### src/rtl/dtmf_steer_pkg.sv
package dtmf_steer_pkg;
  typedef struct packed {
    logic cntClear;
    logic cntInc;
    logic capture;
  } steerStrobe_t;

  typedef enum logic {ST_IDLE = 1'b0, ST_HELD = 1'b1} steerState_t;
endpackage

### src/rtl/dtmf_steer_dp.sv
module dtmf_steer_dp
  import dtmf_steer_pkg::*;
#(
  parameter int CODE_W     = 4,
  parameter int ACQ_CYCLES = 5,
  parameter int REL_CYCLES = 3
) (
  input  logic              clk,
  input  logic              rst_n,
  input  steerStrobe_t      strobe,
  input  logic [CODE_W-1:0] toneCode,
  input  logic              outEnable,
  output logic              acqDone,
  output logic              relDone,
  output logic [CODE_W-1:0] latchedCode,
  output logic [CODE_W-1:0] codeOut,
  output logic              codeDrive
);
  localparam int MAX_GUARD = (ACQ_CYCLES > REL_CYCLES) ? ACQ_CYCLES : REL_CYCLES;
  localparam int CNT_W     = $clog2(MAX_GUARD + 1);
  localparam logic [CNT_W-1:0] ACQ_LAST = CNT_W'(ACQ_CYCLES - 1);
  localparam logic [CNT_W-1:0] REL_LAST = CNT_W'(REL_CYCLES - 1);

  logic [CNT_W-1:0]  guardCnt;
  logic [CODE_W-1:0] codeReg;

  always_ff @(posedge clk) begin
    if (!rst_n) begin
      guardCnt <= '0;
    end else if (strobe.cntClear) begin
      guardCnt <= '0;
    end else if (strobe.cntInc) begin
      guardCnt <= guardCnt + 1'b1;
    end
  end

  always_ff @(posedge clk) begin
    if (!rst_n) begin
      codeReg <= '0;
    end else if (strobe.capture) begin
      codeReg <= toneCode;
    end
  end

  assign acqDone     = (guardCnt == ACQ_LAST);
  assign relDone     = (guardCnt == REL_LAST);
  assign latchedCode = codeReg;
  assign codeDrive   = outEnable;
  assign codeOut     = outEnable ? codeReg : '0;
endmodule

### src/rtl/dtmf_steer_ctrl.sv
module dtmf_steer_ctrl
  import dtmf_steer_pkg::*;
(
  input  logic         clk,
  input  logic         rst_n,
  input  logic         sigPresent,
  input  logic         acqDone,
  input  logic         relDone,
  output steerStrobe_t strobe,
  output logic         steerOut
);
  steerState_t state, stateNext;

  always_comb begin
    stateNext       = state;
    strobe.cntClear = 1'b0;
    strobe.cntInc   = 1'b0;
    strobe.capture  = 1'b0;
    unique case (state)
      ST_IDLE: begin
        if (sigPresent) begin
          if (acqDone) begin
            strobe.capture  = 1'b1;
            strobe.cntClear = 1'b1;
            stateNext       = ST_HELD;
          end else begin
            strobe.cntInc = 1'b1;
          end
        end else begin
          strobe.cntClear = 1'b1;
        end
      end
      ST_HELD: begin
        if (!sigPresent) begin
          if (relDone) begin
            strobe.cntClear = 1'b1;
            stateNext       = ST_IDLE;
          end else begin
            strobe.cntInc = 1'b1;
          end
        end else begin
          strobe.cntClear = 1'b1;
        end
      end
      default: stateNext = ST_IDLE;
    endcase
  end

  always_ff @(posedge clk) begin
    if (!rst_n) state <= ST_IDLE;
    else        state <= stateNext;
  end

  assign steerOut = (state == ST_HELD);
endmodule

### src/rtl/dtmf_steer.sv
module dtmf_steer
  import dtmf_steer_pkg::*;
#(
  parameter int ACQ_CYCLES = 5,
  parameter int REL_CYCLES = 3
) (
  input  logic       clk,
  input  logic       rst_n,
  input  logic       sigPresent,
  input  logic [3:0] toneCode,
  input  logic       outEnable,
  output logic [3:0] codeOut,
  output logic       codeDrive,
  output logic       steerOut
);
  steerStrobe_t strobe;
  logic         acqDone;
  logic         relDone;
  logic [3:0]   latchedCode;

  dtmf_steer_ctrl u_ctrl (
    .clk        (clk),
    .rst_n      (rst_n),
    .sigPresent (sigPresent),
    .acqDone    (acqDone),
    .relDone    (relDone),
    .strobe     (strobe),
    .steerOut   (steerOut)
  );

  dtmf_steer_dp #(
    .CODE_W     (4),
    .ACQ_CYCLES (ACQ_CYCLES),
    .REL_CYCLES (REL_CYCLES)
  ) u_dp (
    .clk         (clk),
    .rst_n       (rst_n),
    .strobe      (strobe),
    .toneCode    (toneCode),
    .outEnable   (outEnable),
    .acqDone     (acqDone),
    .relDone     (relDone),
    .latchedCode (latchedCode),
    .codeOut     (codeOut),
    .codeDrive   (codeDrive)
  );
endmodule

### config.mk
export PLATFORM = sky130hd
export DESIGN_NAME = dtmf_steer
export DESIGN_NICKNAME = d
export VERILOG_FILES = /design/src/rtl/dtmf_steer_pkg.sv /design/src/rtl/dtmf_steer_dp.sv /design/src/rtl/dtmf_steer_ctrl.sv /design/src/rtl/dtmf_steer.sv
export SDC_FILE = /design/constraint.sdc
export NUM_CORES = 1
export LEC_CHECK = 0
export BUFFER_PORTS_ARGS = -buffer_cell sky130_fd_sc_hd__buf_2
export CORE_AREA = 2 2 41 43
export DETAILED_ROUTE_END_ITERATION = 8
export DIE_AREA = 0 0 43 45
export MAX_ROUTING_LAYER = met4
export PLACE_DENSITY_LB_ADDON = 0.3
export SYNTH_ARGS = -nofsm -noshare
export SYNTH_HDL_FRONTEND = slang
export SYNTH_HIERARCHICAL = 1
export SYNTH_SLANG_ARGS = --single-unit
### constraint.sdc
create_clock -name clk -period 2.1 [get_ports clk]
set_input_delay 0.42 -clock clk [delete_from_list [all_inputs] [get_ports clk]]
set_output_delay 0.42 -clock clk [all_outputs]
set_load 0.02 [all_outputs]
==> flow_summary.ini, run 1 <==
[power_and_ir_drop]
power_density_nw_per_um2 = 569
cellLeakagePower_nw = 0.228
ir_drop_v = 0.000320

[clock_tree]
cts_tree = done
cts_buffer_depth = 2
clk_pin_slew_ns = 0.05
cts.sinks = 8
cts_setup_buffers = 0
postCtsHoldBufs = 0
cts_resized = 0
cts-root-buf = clkbuf_4
clkLatencyLatePin_ns = 0.25
cts_buffers = 3
cts-htree-levels = 1

[synthesis]
synth-seq-cells = 8
synth_warnings = 6
syn_area_sq_um = 430
syn_nets = 56
netlist_top_cells_area = dfxtp_1, mux2i_1, ha_1
yosysTopAreaCell = dfxtp_1
synth_cell_types = 20
avgSynthCellArea_sq_um = 9.56
synthCells = 45
yosysTopAreaCellShare = 0.372
yosysSeqAreaShare = 0.372

[final_layout]
layout_common_cells = buf_2, dfxtp_1, and2_1, mux2i_1, nor2b_1
nFillCells = 160
regArea_sq_um = 160
nets = 72
syn_to_final_growth_pct = 20.6
n_antenna_cell = 0
final_common_cell = buf_2
fin_util = 0.353
drive_gt1_frac = 0.271
multiInputGateArea_sq_um = 244

[timing]
rsz0062_at_grt = false
fin_crit_sh = 0.878
relSlewSlack = 0.603
worst_pin_slew_ns = 0.589
fin_setup_tns_ns = 0
final_hold_viol_count = 0
fmax_ghz = 0.543
report.final.setup_viol = 0
maxSlewViolCount = 0
finClkSkew_ns = 0.00359
finalCriticalPeriod_ns = 1.84

[worst_hold_path]
hp-class = input port to register

[place]
dp_hpwl_microns = 579
port_buffers = 13
place_congestion = 0.673

[critical_path]
cp-start-kind = register
cp.arrival_ns = 1.99
cp-end-kind = register
worst_path_max_delay_cell = o21ai_0
worstSetupPathType = register to register
cp_cell_sequence = inv_1, ha_1, and2b_1, nand2b_1, o21ai_0, mux2i_1, nor2_1
worstPathMaxFanout = 4
worst_ep_required_time_ns = 2.25
max_stage_delay_ns = 0.49

[drt]
dr.pass1.iters = 4
via_count = 334
avgRoutedWirePerCell_microns = 9.75
dr.first_iter.drc_count = 2
drc = 0
ant_nets = 0
wirelength_microns = 731
routed_via_density = 4.45

[global_route]
grt_max_degree = 7
grt-ovfl-total = 0
grt_pass1_vias = 319
grt_pass1_wl_microns = 1330
antenna_found_initial = 0
track_usage = 0.104

[floorplan]
start_util = 0.293
die_height_microns = 45
num_rows = 14
core-area_sq_um = 1470
chipWidth_microns = 43
dieArea_sq_um = 1940
ios = 14

[run_status]
status = complete, no violations

[flow_run]
cap_violations = 0
## cell families (layout without fill, tap and decap cells)
family,count (synthesis),in the layout,synth area share
XOR/XNOR,1,1,0.0204
adder cells (fa/ha/maj),3,3,0.0872
multiplexers,5,5,0.116
buffers and inverters,4,18,0.0611
AO/OA/AOI/OAI,6,6,0.0930
AND/OR/NAND/NOR,18,18,0.250
flip-flops,8,8,0.372
## through the flow
stage / std cells / hold slack, ns / area, sq um / power (W) / setup slack (ns)
2_1_floorplan: 45 / 0.474 / 430 / 0.000172 / 0.407
3_3_place_gp: 72 / 0.489 / 497 / 0.000182 / 0.316
3_5_place_dp: 72 / 0.504 / 497 / 0.000182 / 0.261
4_1_cts: 75 / 0.432 / 519 / 0.000302 / 0.247
5_1_grt: 75 / 0.438 / 519 / 0.000313 / 0.112
6_report: 75 / 0.435 / 519 / 0.000295 / 0.257
## cell usage after synthesis
cell type	n
o21a_1	1
nand2_1	1
buf_6	1
nor2_1	3
nand3b_1	1
dfxtp_1	8
a21boi_0	1
o21ai_0	2
a21bo_1	1
inv_1	2
or3b_1	1
mux2i_1	5
ha_1	3
nor2b_1	4
and2b_1	1
buf_4	1
and2_1	5
a21oi_1	1
nand2b_1	2
xnor2_1	1
## registers in the layout (all words and copies together), names as in the netlist
| signal | flops |
|---|---|
| u_dp/latchedCode | 4 |
| u_dp/guardCnt | 3 |
| u_ctrl/steerOut | 1 |
## critical path, delay by kind of cell (launching register included)
family                     cells  cell delay [ns]
AOI/OAI and AO/OA              1             0.49
adders and majority gates      1             0.18
buffers and inverters          1             0.07
DFF                            1             0.36
muxes                          1             0.26
and+or+nand+nor                3             0.37
## report_power, final
part	leakage (nW)	switching (W)	internal (W)
combinational	0.149	0.0000117	0.0000122
sequential	0.0646	0.00000140	0.000153
clock	0.0138	0.0000512	0.0000653
## per-layer routing
| metal | share of wire | up-vias | global-route usage |
|---|---|---|---|
| li1 | - | 178 | - |
| met1 | 0.46 | 138 | 0.111 |
| met2 | 0.42 | 16 | 0.139 |
| met3 | 0.10 | 2 | 0.0640 |
| met4 | 0.011 | 0 | 0.0727 |
| met5 | 0 | - | - |
## final timing paths
path                            cells past startpoint                               end                             start  slack, ns
worst min-delay path                                3  u_dp/latchedCode[2]$_SDFFE_PN0P_                       toneCode[2]       0.44
worst max-delay path                                7     u_dp/guardCnt[1]$_SDFFE_PP0P_     u_dp/guardCnt[0]$_SDFFE_PP0P_       0.26
worst max register to register                      7     u_dp/guardCnt[1]$_SDFFE_PP0P_     u_dp/guardCnt[0]$_SDFFE_PP0P_       0.26
worst min register to register                      2  u_dp/latchedCode[2]$_SDFFE_PN0P_  u_dp/latchedCode[2]$_SDFFE_PN0P_       0.51
## layout make-up
type,instances,share of cell area
clock buffers,3,0.0434
inverters,2,0.0145
multi-input cells,33,0.470
flip-flops and latches,8,0.308
well taps,16,0.0386
repair buffers,13,0.125
Power figures use the tool's default switching activity.
==> run 2, diff against run 1 <==
RECOVER_POWER = 50   (was default)
==> flow_summary.ini, run 2 (synthesis results as in run 1) <==
[global_route]
grt_pass1_wl_microns = 1330
grt-ovfl-total = 0
grt_pass1_vias = 319
track_usage = 0.104
antenna_found_initial = 0
grt_max_degree = 7

[floorplan]
die_height_microns = 45
ios = 14
chipWidth_microns = 43
core-area_sq_um = 1470
start_util = 0.293
dieArea_sq_um = 1940
num_rows = 14

[final_layout]
multiInputGateArea_sq_um = 244
instances_no_fill = 75
syn_to_final_growth_pct = 18.9
regArea_sq_um = 160
final_common_cell = dfxtp_1
layout_common_cells = dfxtp_1, buf_2, clkbuf_1, and2_1, mux2i_1
nFillCells = 166
nets = 72
drive_gt1_frac = 0.169
largest_register_ffs = 4
n_antenna_cell = 0
fin_area_sq_um = 512

[critical_path]
cp-start-kind = register
worstSetupPathType = register to register
regToRegSetupSlack_ns = 0.26
rr_worst_depth = 7
cp.arrival_ns = 1.99
worst_ep_required_time_ns = 2.25
worstSetupStartpoint = u_dp/guardCnt[0]$_SDFFE_PP0P_
worstPathMaxFanout = 4
rr_startpoint = u_dp/guardCnt[0]$_SDFFE_PP0P_
reg2reg_to = u_dp/guardCnt[1]$_SDFFE_PP0P_
endpoint = u_dp/guardCnt[1]$_SDFFE_PP0P_
cp-end-kind = register

[timing]
fin_crit_sh = 0.878
fin_setup_tns_ns = 0
finalCriticalPeriod_ns = 1.84
relSlewSlack = 0.603
worst_pin_slew_ns = 0.589
final_hold_viol_count = 0
report.final.setup_viol = 0
maxSlewViolCount = 0
rsz0062_at_grt = false
fmax_ghz = 0.543
finClkSkew_ns = 0.00333

[clock_tree]
postCtsHoldBufs = 0
cts_buffers = 3
cts_setup_buffers = 0
cts-root-buf = clkbuf_4
cts_resized = 0
cts-htree-levels = 1
cts_buffer_depth = 2
clk_pin_slew_ns = 0.05
cts_tree = done
clkLatencyLatePin_ns = 0.25
cts.sinks = 8

[power_and_ir_drop]
p_clk_frac = 0.395
finalPower_w = 0.000295
switchingPower_w = 0.0000645
p_sw_frac = 0.219
cellLeakagePower_nw = 0.203
p_comb_frac = 0.080
power_density_nw_per_um2 = 577
p_int_w = 0.000231
ir_drop_v = 0.000320
p_seq_frac = 0.524

[place]
place_congestion = 0.673
placed_cell_area_sq_um = 497
port_buffers = 13
dp_hpwl_microns = 579
dp_cells = 72

[drt]
wirelength_microns = 738
routed_via_density = 4.45
ant_nets = 0
dr.first_iter.drc_count = 2
via_count = 334
avgRoutedWirePerCell_microns = 9.84
dr.pass1.iters = 4
drc = 0

[worst_hold_path]
hp-class = input port to register

[run_status]
status = complete, no violations

[flow_run]
cap_violations = 0
run 2: per-stage QoR:
| step | worst slack, ns | hold WS, ns | util |
|---|---|---|---|
| 2_1_floorplan | 0.407 | 0.474 | - |
| 3_3_place_gp | 0.316 | 0.489 | 0.338 |
| 3_5_place_dp | 0.261 | 0.504 | 0.338 |
| 4_1_cts | 0.247 | 0.432 | 0.353 |
| 5_1_grt | 0.112 | 0.438 | 0.348 |
| 6_report | 0.257 | 0.435 | 0.348 |
run 2: worst min-delay path by stage:
stage	from	depth (start not counted)	end	slack (ns)
floorplan	u_dp/latchedCode[0]$_SDFFE_PN0P_	2	u_dp/latchedCode[0]$_SDFFE_PN0P_	0.47
global placement	u_dp/latchedCode[3]$_SDFFE_PN0P_	2	u_dp/latchedCode[3]$_SDFFE_PN0P_	0.49
detailed placement	u_dp/latchedCode[2]$_SDFFE_PN0P_	2	u_dp/latchedCode[2]$_SDFFE_PN0P_	0.50
CTS	toneCode[2]	3	u_dp/latchedCode[2]$_SDFFE_PN0P_	0.43
global route	toneCode[2]	3	u_dp/latchedCode[2]$_SDFFE_PN0P_	0.44
finish	toneCode[2]	3	u_dp/latchedCode[2]$_SDFFE_PN0P_	0.44
run 2: cell type report:
cell class,count,share of cell area
Multi-Input combinational cell,33,0.477
Inverter,2,0.0147
Clock buffer,3,0.0440
Sequential cell,8,0.313
Tap cell,16,0.0391
Timing Repair Buffer,13,0.112
run 2: metal layers:
metal / track usage / wire [microns] / share of wire / vias to the layer above
li1: - / - / - / 178
met1: 0.111 / 338 / 0.46 / 138
met2: 0.139 / 309 / 0.42 / 16
met3: 0.0640 / 81 / 0.11 / 2
met4: 0.0727 / 8 / 0.011 / 0
met5: - / 0 / 0 / -
run 2: power by group through the flow:
stage	Clock (W)	Sequential [W]	Combinational, W
global route	0.000131	0.000155	0.0000271
floorplan	0	0.000158	0.0000139
detailed placement	0	0.000158	0.0000243
finish	0.000117	0.000155	0.0000238
global placement	0	0.000158	0.0000238
CTS	0.000123	0.000155	0.0000244
run 2: critical path: stages, from the launching register on:
cell	delay, ns
dfxtp_1	0.36
inv_1	0.07
ha_1	0.18
and2b_1	0.15
nand2b_1	0.17
o21ai_0	0.49
mux2i_1	0.26
nor2_1	0.05
==> run 3, diff against run 2 <==
RECOVER_POWER = 100   (was 50)
SETUP_SLACK_MARGIN = 0.2   (was default)
==> flow_summary.ini, run 3 (synthesis results as in run 1) <==
[floorplan]
chipWidth_microns = 43
ios = 14
num_rows = 14
start_util = 0.293
core-area_sq_um = 1470
die_height_microns = 45
dieArea_sq_um = 1940

[final_layout]
largest_register_ffs = 4
final_common_cell = dfxtp_1
nFillCells = 166
nets = 72
fin_area_sq_um = 512
layout_common_cells = dfxtp_1, buf_2, clkbuf_1, mux2i_1
drive_gt1_frac = 0.169
multiInputGateArea_sq_um = 244
n_antenna_cell = 0
syn_to_final_growth_pct = 18.9
regArea_sq_um = 160

[critical_path]
regToRegSetupSlack_ns = 0.28
reg2reg_to = u_dp/guardCnt[1]$_SDFFE_PP0P_
cp-start-kind = register
rr_startpoint = u_dp/guardCnt[0]$_SDFFE_PP0P_
rr_worst_depth = 7
worstPathMaxFanout = 4
worstSetupPathType = register to register
worst_ep_required_time_ns = 2.25
cp-end-kind = register
cp.arrival_ns = 1.97

[drt]
via_count = 334
dr.first_iter.drc_count = 2
wirelength_microns = 739
dr.pass1.iters = 4
ant_nets = 0
drc = 0
routed_via_density = 4.45
avgRoutedWirePerCell_microns = 9.85

[clock_tree]
cts_buffers = 3
clkLatencyLatePin_ns = 0.25
cts.sinks = 8
cts-htree-levels = 1
cts-root-buf = clkbuf_4
cts_tree = done
cts_buffer_depth = 2
clk_pin_slew_ns = 0.05

[global_route]
antenna_found_initial = 0
grt_pass1_vias = 319
track_usage = 0.104
grt-ovfl-total = 0
grt_max_degree = 7
grt_pass1_wl_microns = 1330

[run_status]
status = complete, no violations

[timing]
fmax_ghz = 0.549
fin_crit_sh = 0.868
setup_slack_ns = 0.278
finClkSkew_ns = 0.00333
maxSlewViolCount = 0
final_hold_viol_count = 0
report.final.setup_viol = 0
relSlewSlack = 0.720
worst_pin_slew_ns = 0.418
finalCriticalPeriod_ns = 1.82
fin_setup_tns_ns = 0
rsz0062_at_grt = false

[flow_run]
cap_violations = 0

[power_and_ir_drop]
ir_drop_v = 0.000320
switchingPower_w = 0.0000646
p_seq_frac = 0.524
p_sw_frac = 0.219
cellLeakagePower_nw = 0.202
p_clk_frac = 0.395
p_comb_frac = 0.081
power_density_nw_per_um2 = 577
p_int_w = 0.000231

[worst_hold_path]
hp-class = input port to register
min_to = u_dp/latchedCode[2]$_SDFFE_PN0P_
worstHoldStart = toneCode[2]
min_path_cells = 3

[place]
place_ws_ns = 0.261
port_buffers = 13
place_congestion = 0.673
dp_hpwl_microns = 579
placed_cell_area_sq_um = 497
## run 3: critical path, stage by stage (launching register included)
cell	delay, ns
dfxtp_1	0.36
inv_1	0.07
ha_1	0.18
and2_0	0.17
or3b_1	0.40
o21ai_1	0.23
mux2i_1	0.24
nor2_1	0.05
## run 3: repair_timing
item / CTS / global route
gates resized for setup: 0 / 2
setup endpoints to repair: 0 / 3
setup buffers: 0 / 0
hold buffers: 0 / 0
## run 3: worst max path at each step
stage / from / to / slack [ns] / depth (start not counted)
final: u_dp/guardCnt[0]$_SDFFE_PP0P_ / u_dp/guardCnt[1]$_SDFFE_PP0P_ / 0.28 / 7
after detailed placement: u_dp/guardCnt[0]$_SDFFE_PP0P_ / u_dp/guardCnt[1]$_SDFFE_PP0P_ / 0.26 / 7
after global routing: u_dp/guardCnt[0]$_SDFFE_PP0P_ / u_dp/guardCnt[1]$_SDFFE_PP0P_ / 0.14 / 7
after CTS: u_dp/guardCnt[0]$_SDFFE_PP0P_ / u_dp/guardCnt[1]$_SDFFE_PP0P_ / 0.25 / 7
after global placement: u_dp/guardCnt[0]$_SDFFE_PP0P_ / u_dp/guardCnt[1]$_SDFFE_PP0P_ / 0.32 / 7
after floorplan: u_dp/guardCnt[0]$_SDFFE_PP0P_ / u_dp/guardCnt[1]$_SDFFE_PP0P_ / 0.41 / 7
## run 3: cell type report
cell class / count / area share
Clock buffer: 3 / 0.0440
Inverter: 2 / 0.0147
Multi-Input combinational cell: 33 / 0.477
Sequential cell: 8 / 0.313
Tap cell: 16 / 0.0391
Timing Repair Buffer: 13 / 0.112
## run 3: stage by stage
step	hold WS [ns]	cells	power, W	util
after detailed placement	0.504	72	0.000182	0.338
after global routing	0.438	75	0.000313	0.348
final	0.435	75	0.000295	0.348
after CTS	0.432	75	0.000302	0.353
after global placement	0.489	72	0.000182	0.338
after floorplan	0.474	45	0.000172	-
## run 3: per-layer routing
metal  wire length, microns  part of all wire  GRT usage  up-vias
met3                     81              0.11     0.0640        2
met5                      0                 0          -        -
li1                       -                 -          -      178
met2                    310              0.42      0.139       16
met4                      8             0.011     0.0727        0
met1                    338              0.46      0.111      138
## run 3: power by group through the flow
stage                     registers, W  clock network [W]   logic, W
after floorplan               0.000158                  0  0.0000139
after global placement        0.000158                  0  0.0000238
after detailed placement      0.000158                  0  0.0000243
after CTS                     0.000155           0.000123  0.0000244
after global routing          0.000155           0.000131  0.0000273
final                         0.000155           0.000117  0.0000239
